--- src/rtl/scan_seq_pkg.sv ---
package scan_seq_pkg;

   localparam int TAG_W = 3;

   typedef enum logic [TAG_W-1:0] {
      TAG_AP = 3'd0,
      TAG_AM = 3'd1,
      TAG_BP = 3'd2,
      TAG_BM = 3'd3,
      TAG_DA = 3'd4,
      TAG_DB = 3'd5
   } in_tag_e;

   typedef enum logic [1:0] {
      TM_NORMAL = 2'd0,
      TM_POS    = 2'd1,
      TM_MID    = 2'd2,
      TM_NEG    = 2'd3
   } test_e;

   typedef struct packed {
      logic       scan;
      logic       dmode1;
      logic       dmode0;
      logic [1:0] chsel;
   } cfg_t;

endpackage

--- src/rtl/scan_cfg_decode.sv ---
module scan_cfg_decode
   import scan_seq_pkg::*;
#(
   parameter int LIST_MAX = 4,
   localparam int IDX_W = (LIST_MAX > 1) ? $clog2(LIST_MAX) : 1
) (
   input  cfg_t                             cfg,
   output logic [LIST_MAX-1:0][TAG_W-1:0]   entries,
   output logic [IDX_W-1:0]                 last_idx,
   output logic                             reserved
);

   generate
      if (LIST_MAX < 4) begin : g_bad_list
         $error("scan_cfg_decode: LIST_MAX must be at least 4");
      end
   endgenerate

   always_comb begin
      for (int k = 0; k < LIST_MAX; k++) entries[k] = TAG_AP;
      last_idx = '0;
      reserved = 1'b0;
      casez ({cfg.scan, cfg.dmode1, cfg.dmode0, cfg.chsel})
         5'b000??: entries[0] = {1'b0, cfg.chsel};
         5'b00100: entries[0] = TAG_DA;
         5'b00101: entries[0] = TAG_DB;
         5'b10001: begin
            entries[1] = TAG_AM;
            last_idx   = IDX_W'(1);
         end
         5'b10010: begin
            entries[1] = TAG_AM;
            entries[2] = TAG_BP;
            last_idx   = IDX_W'(2);
         end
         5'b10011: begin
            entries[1] = TAG_AM;
            entries[2] = TAG_BP;
            entries[3] = TAG_BM;
            last_idx   = IDX_W'(3);
         end
         5'b10101: begin
            entries[1] = TAG_DB;
            last_idx   = IDX_W'(1);
         end
         5'b10110: begin
            entries[1] = TAG_AM;
            entries[2] = TAG_DB;
            last_idx   = IDX_W'(2);
         end
         5'b11001: begin
            entries[0] = TAG_DA;
            entries[1] = TAG_DB;
            last_idx   = IDX_W'(1);
         end
         default:  reserved = 1'b1;
      endcase
   end

   // a reserved code leaves a one-entry list pinned to A+
   always_comb begin
      if (reserved) begin
         p_reserved_pins_ap_r7: assert (last_idx == '0 && entries[0] == TAG_AP);
      end
   end

endmodule

--- src/rtl/scan_stepper.sv ---
module scan_stepper #(
   parameter int LIST_MAX = 4,
   localparam int IDX_W = (LIST_MAX > 1) ? $clog2(LIST_MAX) : 1
) (
   input  logic             clk,
   input  logic             srst,
   input  logic             restart,
   input  logic             advance,
   input  logic [IDX_W-1:0] last_idx,
   output logic [IDX_W-1:0] idx
);

   always_ff @(posedge clk) begin
      if (srst || restart) begin
         idx <= '0;
      end else if (advance) begin
         idx <= (idx == last_idx) ? '0 : idx + 1'b1;
      end
   end

   // a configuration write returns the list to entry 0
   p_restart_zero_r8: assert property (@(posedge clk) disable iff (srst)
      restart |=> idx == '0);

   // the position never runs past the end of the active list
   p_idx_bounded_r4: assert property (@(posedge clk) disable iff (srst)
      idx <= last_idx);

   // with no strobe and no write, the position holds
   p_idx_hold_r8: assert property (@(posedge clk) disable iff (srst)
      !restart && !advance |=> $stable(idx));

endmodule

--- src/rtl/scan_result_tag.sv ---
module scan_result_tag
   import scan_seq_pkg::*;
#(
   parameter int DATA_W   = 12,
   parameter bit SUBST_EN = 1'b1
) (
   input  logic              clk,
   input  logic              srst,
   input  logic              conv_done,
   input  logic [DATA_W-1:0] conv_data,
   input  logic [TAG_W-1:0]  cur_tag,
   input  test_e             test_mode,
   output logic              res_valid,
   output logic [DATA_W-1:0] res_data,
   output logic [TAG_W-1:0]  res_tag
);

   localparam logic [DATA_W-1:0] CODE_POS = '1;
   localparam logic [DATA_W-1:0] CODE_MID = {1'b1, {(DATA_W-1){1'b0}}};
   localparam logic [DATA_W-1:0] CODE_NEG = '0;

   generate
      if (DATA_W < 2) begin : g_bad_width
         $error("scan_result_tag: DATA_W must be at least 2");
      end
   endgenerate

   logic [DATA_W-1:0] word_nxt;

   generate
      if (SUBST_EN) begin : g_subst
         always_comb begin
            unique case (test_mode)
               TM_POS:  word_nxt = CODE_POS;
               TM_MID:  word_nxt = CODE_MID;
               TM_NEG:  word_nxt = CODE_NEG;
               default: word_nxt = conv_data;
            endcase
         end
      end else begin : g_pass
         assign word_nxt = conv_data;
      end
   endgenerate

   always_ff @(posedge clk) begin
      if (srst) begin
         res_valid <= 1'b0;
         res_data  <= '0;
         res_tag   <= '0;
      end else begin
         res_valid <= conv_done;
         if (conv_done) begin
            res_data <= word_nxt;
            res_tag  <= cur_tag;
         end
      end
   end

   // one result strobe per sampled conversion, one cycle later
   p_valid_follows_r9: assert property (@(posedge clk) disable iff (srst)
      conv_done |=> res_valid);
   p_valid_quiet_r9: assert property (@(posedge clk) disable iff (srst)
      !conv_done |=> !res_valid);

   // the tag is the selection that was in effect at the strobe
   p_tag_capture_r9: assert property (@(posedge clk) disable iff (srst)
      conv_done |=> res_tag == $past(cur_tag));

   // the positive reference gives all ones
   p_pos_code_r10: assert property (@(posedge clk) disable iff (srst)
      conv_done && test_mode == TM_POS && SUBST_EN |=> res_data == CODE_POS);

   // normal mode passes the word through
   p_normal_pass_r10: assert property (@(posedge clk) disable iff (srst)
      conv_done && test_mode == TM_NORMAL |=> res_data == $past(conv_data));

endmodule

--- src/rtl/adc_scan_seq.sv ---
module adc_scan_seq
   import scan_seq_pkg::*;
#(
   parameter int DATA_W   = 12,
   parameter int LIST_MAX = 4,
   parameter bit SUBST_EN = 1'b1
) (
   input  logic              clk,
   input  logic              srst,
   input  logic              cfg_wr,
   input  logic [4:0]        cfg_field,
   input  logic [1:0]        test_field,
   input  logic              conv_done,
   input  logic [DATA_W-1:0] conv_data,
   output logic [2:0]        sel_tag,
   output logic              cfg_error,
   output logic              res_valid,
   output logic [DATA_W-1:0] res_data,
   output logic [2:0]        res_tag
);

   localparam int IDX_W = (LIST_MAX > 1) ? $clog2(LIST_MAX) : 1;

   cfg_t  cfg_q;
   test_e test_q;

   always_ff @(posedge clk) begin
      if (srst) begin
         cfg_q  <= '0;
         test_q <= TM_NORMAL;
      end else if (cfg_wr) begin
         cfg_q  <= cfg_t'(cfg_field);
         test_q <= test_e'(test_field);
      end
   end

   logic [LIST_MAX-1:0][TAG_W-1:0] entries;
   logic [IDX_W-1:0]               last_idx;
   logic [IDX_W-1:0]               idx;

   scan_cfg_decode #(
      .LIST_MAX (LIST_MAX)
   ) decode_i (
      .cfg      (cfg_q),
      .entries  (entries),
      .last_idx (last_idx),
      .reserved (cfg_error)
   );

   scan_stepper #(
      .LIST_MAX (LIST_MAX)
   ) step_i (
      .clk      (clk),
      .srst     (srst),
      .restart  (cfg_wr),
      .advance  (conv_done),
      .last_idx (last_idx),
      .idx      (idx)
   );

   assign sel_tag = entries[idx];

   scan_result_tag #(
      .DATA_W   (DATA_W),
      .SUBST_EN (SUBST_EN)
   ) result_i (
      .clk       (clk),
      .srst      (srst),
      .conv_done (conv_done),
      .conv_data (conv_data),
      .cur_tag   (sel_tag),
      .test_mode (test_q),
      .res_valid (res_valid),
      .res_data  (res_data),
      .res_tag   (res_tag)
   );

   // a reserved code holds the selection at A+
   p_err_holds_ap_r7: assert property (@(posedge clk) disable iff (srst)
      cfg_error |-> sel_tag == TAG_AP);

   // a fixed differential code does not move on a strobe
   p_fixed_diff_r3: assert property (@(posedge clk) disable iff (srst)
      (cfg_q == 5'b00100 || cfg_q == 5'b00101) && conv_done && !cfg_wr
      |=> $stable(sel_tag));

   // write and strobe together: old tag on the result, new list at entry 0
   p_collide_r11: assert property (@(posedge clk) disable iff (srst)
      cfg_wr && conv_done |=> res_tag == $past(sel_tag) && idx == '0);

   // selection tags stay inside the six defined codes
   p_tag_legal_r2: assert property (@(posedge clk) disable iff (srst)
      sel_tag <= 3'd5);

endmodule

--- config.mk ---
export PLATFORM = sky130hd
export DESIGN_NAME = adc_scan_seq
export DESIGN_NICKNAME = d
export VERILOG_FILES = /design/src/rtl/scan_seq_pkg.sv /design/src/rtl/scan_cfg_decode.sv /design/src/rtl/scan_stepper.sv /design/src/rtl/scan_result_tag.sv /design/src/rtl/adc_scan_seq.sv
export SDC_FILE = /design/constraint.sdc
export NUM_CORES = 1
export LEC_CHECK = 0
export BUFFER_PORTS_ARGS = -buffer_cell sky130_fd_sc_hd__buf_2
export CORE_MARGIN = 2
export CORE_UTILIZATION = 49
export DETAILED_ROUTE_END_ITERATION = 6
export GPL_TIMING_DRIVEN = 1
export HOLD_SLACK_MARGIN = 0.12
export PLACE_DENSITY_LB_ADDON = 0.3
export SYNTH_ARGS = -nofsm -noshare
export SYNTH_HDL_FRONTEND = slang
export SYNTH_SLANG_ARGS = --single-unit
--- constraint.sdc ---
create_clock -name clk -period 2 [get_ports clk]
set_clock_uncertainty 0.2 [all_clocks]
set_input_delay 0.4 -clock clk [delete_from_list [all_inputs] [get_ports clk]]
set_output_delay 0.4 -clock clk [all_outputs]
set_load 0.005 [all_outputs]
# After elaboration in Yosys (flattened, before gate mapping)
# Cells that the tools add are included.
[classes] mux=10 n_lt_le_gt_ge=1 n_addsub=1 n_reduce_logical=9 eq_ne=12
[op_table] op="case mux 12 bit (3 select lines)" n=1
[op_table] op="equality test 5 bit (second input constant)" n=6
[op_table] op="case mux 3 bit (2 select lines)" n=2
[op_table] op="equality test 5 x 3 -> 1 bit (second input constant)" n=2
[op_table] op="case mux 3 bit (3 select lines)" n=1
[op_table] op="OR reduction 9 bit" n=1
[op_table] op="OR reduction 2 bit" n=4
[op_table] op="binary-select mux 3 bit (select 2 bit)" n=1
[op_table] op="case mux 2 bit (3 select lines)" n=1
[op_table] op="equality test 2 bit (second input constant)" n=2
[op_table] op="two-way mux 2 bit" n=2
[op_table] op="OR reduction 4 bit" n=1
[op_table] op="zero test 3 bit" n=1
[op_table] op="less-than comparator 2 x 3 -> 1 bit (second input constant)" n=1
[op_table] op="two-way mux 3 bit" n=1
[op_table] op="OR reduction 3 bit" n=1
[op_table] op="adder 2 x 1 -> 2 bit (second input constant)" n=1
[op_table] op="equality test 2 x 1 -> 1 bit (second input constant)" n=1
[op_table] op="equality test 2 bit" n=1
[op_table] op="logical OR 1 bit" n=1
[op_table] op="two-way mux 1 bit" n=1
[word_totals] elab_cells=42 ff_bits=25 input_bits=23 out_inout_bits=20

# Longest topological paths before layout
[depth] ltp_word=5 depth_mapped=6 depth_no_buf=5

# Hierarchy
# Synthesis repeated with hierarchy kept, for this count alone.
[unflattened] hier_cells=143 area_unflattened_um2=1443.9
[by_module_without_submodules] mod="scan_result_tag" area_per_inst_um2=748.2 cells_each=70 n_inst=1 seq_area_each_um2=320.3
[by_module_without_submodules] mod="adc_scan_seq" area_per_inst_um2=320.3 cells_each=25 n_inst=1 seq_area_each_um2=140.1
[by_module_without_submodules] mod="scan_cfg_decode" area_per_inst_um2=255.2 cells_each=36 n_inst=1 seq_area_each_um2=0.0
[by_module_without_submodules] mod="scan_stepper" area_per_inst_um2=120.1 cells_each=12 n_inst=1 seq_area_each_um2=40.0

# Worst setup path before layout
# Ideal clock, no wire load.
[synth_timing] path_type="register -> output" startpoint="register cfg_q[1] (netlist name)" endpoint="output sel_tag[0]" slack_ns=0.451 n_path_buf=1 t_required_ns=1.400 t_arrival_ns=0.949 path_stages_with_launch=6 cell_sequence="dfxtp_1 buf_2 inv_1 o211ai_1 nand2b_1 nand3_1"
[synth_between] elab_chain_cells=5 elab_cells_between_ends=18 cone_classes="eq/ne (8); mux (6); reduce/logical (4)"
[synth_rtl] element="start: declaration" line="adc_scan_seq.sv:24" rtl="cfg_t cfg_q;"
[synth_rtl] element="start signal: assignment" line="adc_scan_seq.sv:32" rtl="cfg_q <= cfg_t'(cfg_field);"
[synth_rtl] element="equality test 5 bit or equality test 5 x 3 -> 1 bit (tied branches)" line="scan_cfg_decode.sv:23" rtl="casez ({cfg.scan, cfg.dmode1, cfg.dmode0, cfg.chsel})"
[synth_rtl] element="OR reduction 4 bit (no line) or OR reduction 2 bit (tied branches)"
[synth_rtl] element="case mux 3 bit (2 select lines) or case mux 3 bit (3 select lines) (tied branches)" line="scan_cfg_decode.sv:23"
[synth_rtl] element="binary-select mux 3 bit (select 2 bit) (*)" line="adc_scan_seq.sv:61" rtl="assign sel_tag = entries[idx];"
[synth_rtl] element="two-way mux 3 bit (not written as such) (*)" line="adc_scan_seq.sv:61"
[synth_rtl] element="end: declaration" line="adc_scan_seq.sv:15" rtl="output logic [2:0] sel_tag,"
# Mark *: on every way between the ends. The rest lies on a longest branch, timed or not. The select of a mux whose other input is x is not followed.

# Final worst setup path
[layout_timing] startpoint="register cfg_q[3] (netlist name)" endpoint="output sel_tag[2]"
# The elaborated chain is that of the path after synthesis.

==> metrics.cfg <==
[worst_setup_path]
crit_buf_inv = 1
path_max_fanout = 7
crit_family = flip-flops
crit_end = sel_tag[2]
critPathMaxStageDelay_ns = 0.42
cp_cell_sequence = and4b_2 > a32oi_2 > o31ai_2 > buf_2
worstSetupPathType = register to output pin
r2r_end = result_i.res_tag[2]
critPathRequiredTime_ns = 1.40
r2r_setup_slack_ns = 0.49
crit_slowest_cell = dfxtp_4
crit_start = cfg_q[3]
ff2ff_path_depth = 4
r2r-start = cfg_q[3]
cp.depth = 4
arrival_ns = 1.49
start_kind = register
end_kind = output pin

[power]
p_per_area_nw_per_um2 = 608.0
power_mw = 0.9744
p_clk_share_pct = 23.4
comb_power_share_pct = 19.9
seq_power_share_pct = 56.6
p_leak_nw = 0.7153
ir_drop_uv = 549.9
sw_frac_of_total_pct = 27.96
intPower_mw = 0.7020
p_switching_mw = 0.2724

[global_route]
antenna_found_initial = 0
grt_overflow = 0
grt_usage_pct = 20.83
gr-usage-met2_pct = 33.93
grt_first_pass_wirelength_um = 4574
grt_busiest_layer = met2
met1_usage_pct = 26.88
grtUsageMet3_pct = 3.279
grt_max_degree = 30
grt_pass1_vias = 1053

[finish]
nNetsFinal = 210
fill_cells = 213
final_cell_mix = buf_2, nor2_1, dfxtp_1
fin_cells = 214
syn_to_final_growth_pct = 27.21
drive_gt1_share_pct = 40.76
antenna_cells = 0
layout_commonest_cell = buf_2
final_area_um2 = 1603

[clock_network]
clockBufferDepth = 2
clock_latency_ns = 0.32
cts_tree = done
cts_made_buffers = 3
clock-sinks = 25
htreeDepth = 1
path_clk_slew_ns = 0.13
root_buffer = clkbuf_4

[sta]
slew_violations = 0
setup_viol = 2
post-route-period-util_pct = 104.3
slew_headroom_pct = 68.96
worstMarginPinSlew_ns = 0.4655
setup_slack_ns = -0.08508
fin_setup_tns_ns = -0.1248
achievable-frequency_ghz = 0.4796
hold_viol_final = 0
min_period_ns = 2.085
rsz0062_at_grt = yes

[routing]
drt_iter0_markers = 20
firstDrtPassIters = 4
wl_per_cell_um = 13.81
drc = 0
vias = 1179
ant_nets = 0
drt-total-wl_um = 2955
vias_per_cell = 5.509

[synthesis]
syn_inst = 143
synthAdderAreaFrac_pct = 1.986
synth-xor-area-share_pct = 0
synthMuxAreaShare_pct = 6.356
syn_area_um2 = 1260
yosys.area_share.simple_pct = 22.34
ys_ff_latch = 25
ys_types = 37
synth-compound-area-share_pct = 21.25
ys_warn_count = 0
ys_seq_area_share_pct = 39.72
syn_nets = 168
synth_top_family_by_area = simple AND/OR/NAND/NOR gates
syn_area_per_cell_um2 = 8.811

[floorplanning]
initial_core_util_pct = 51.33
dieArea_um2 = 2993
io_pins = 43
rows = 18
core_um2 = 2455
die_x_um = 54.71
die_h_um = 54.71

[run]
cap_violations = 0

[run_status]
failed_checks = setup timing
status = finished with violations

[placed_design]
placedCellCount = 202
portBuffers = 42
dpl.hpwl_um = 1999
place_congestion = 0.9262
dp_slack_ns = 0.1659
place_area_um2 = 1444

[hold_path]
hold_class = input port to register

==> power groups by stage <==
stage | clock (mW) | combinational, mW | sequential (mW)
3_3_place_gp | 0 | 0.168 | 0.564
6_report | 0.228 | 0.194 | 0.552
4_1_cts | 0.236 | 0.191 | 0.552
3_5_place_dp | 0 | 0.175 | 0.567
2_1_floorplan | 0 | 0.122 | 0.555
5_1_grt | 0.251 | 0.220 | 0.557
==> per-stage QoR <==
stage	hold slack (ns)	utilization, %
after floorplan	0.2604	-
after global placement	0.2697	58.82
after detailed placement	0.2807	58.82
after CTS	0.1213	64.02
after global routing	0.1466	65.29
final	0.1227	65.29
==> flip-flops by register name, indices dropped and copies added, names as in the netlist <==
register	flops
result_i.res_data	12
cfg_q	5
result_i.res_tag	3
step_i.idx	2
test_q	2
result_i.res_valid	1
==> worst min-delay path by stage <==
| stage | from | end | cells past startpoint |
|---|---|---|---|
| floorplan | test_q[1] | test_q[1] | 2 |
| global placement | result_i.res_data[4] | result_i.res_data[4] | 2 |
| detailed placement | result_i.res_data[2] | result_i.res_data[2] | 2 |
| CTS | cfg_field[4] | cfg_q[4] | 3 |
| global route | cfg_field[2] | cfg_q[2] | 3 |
| finish | cfg_field[4] | cfg_q[4] | 3 |
==> final cells by class <==
cell class / count / area, um2 / area share [%]
repair buffers: 54 / 302.8 / 18.89
multi-input cells: 98 / 696.9 / 43.48
clock inverters: 1 / 7.507 / 0.4684
inverters: 3 / 11.26 / 0.7026
clock buffers: 3 / 22.52 / 1.405
flip-flops and latches: 25 / 524.3 / 32.71
well taps: 30 / 37.54 / 2.342
==> cells by family (layout without fill, tap and decap cells) <==
group / Yosys count / count (layout)
AO/OA/AOI/OAI: 40 / 40
multiplexers: 8 / 8
buffers and inverters: 20 / 61
adder cells (fa/ha/maj): 2 / 2
flip-flops: 25 / 25
AND/OR/NAND/NOR: 48 / 48
==> synth_stat cells <==
cell type | n | area [um2]
nor3b_1 | 2 | 15.01
nor2b_1 | 3 | 18.77
a32oi_1 | 2 | 17.52
buf_2 | 6 | 30.03
a31o_2 | 1 | 8.760
nor2_1 | 20 | 75.07
nor3_2 | 1 | 10.01
a41oi_1 | 1 | 8.760
mux2i_1 | 8 | 80.08
a21oi_1 | 13 | 65.06
nand3_2 | 1 | 10.01
dfxtp_1 | 25 | 500.5
ha_1 | 2 | 25.02
a211oi_1 | 12 | 90.09
o21bai_1 | 1 | 7.510
o21ai_0 | 3 | 15.01
nor4bb_1 | 1 | 10.01
nor4b_1 | 2 | 17.52
clkbuf_1 | 7 | 26.28
nor2b_4 | 1 | 13.76
o211ai_1 | 1 | 7.510
and3b_1 | 1 | 8.760
o22a_1 | 1 | 8.760
a31oi_1 | 1 | 6.260
nand2b_1 | 5 | 31.28
o311a_1 | 1 | 10.01
a21o_1 | 1 | 7.510
nor3_1 | 2 | 10.01
buf_4 | 2 | 15.01
and4b_1 | 1 | 10.01
nor4_2 | 2 | 25.02
inv_1 | 3 | 11.26
nand2_1 | 3 | 11.26
nand3_1 | 3 | 15.01
o31ai_1 | 1 | 7.510
o21a_1 | 1 | 7.510
buf_6 | 2 | 22.52
==> metal layers <==
metal	wire [um]	vias to the layer above	part of all wire, %
met5	0	-	0
li1	-	597	-
met4	44	0	1.5
met3	182	4	6.2
met1	1273	535	43
met2	1453	43	49
==> tightest hold or removal path, cell delays in order <==
cell	delay, ns
buf_2	0.08
mux2i_1	0.05
nor2_1	0.07
==> timing repair <==
| item | 4_1_cts | 5_1_grt |
|---|---|---|
| endpoints found under the hold margin | 2 | 0 |
| pin swaps | 2 | 3 |
| endpoints found under the setup margin | 4 | 3 |
| hold buffers | 2 | 0 |
| gates resized for setup | 20 | 4 |
| setup buffers | 4 | 2 |
No activity file was read; power rests on OpenSTA's default activity.
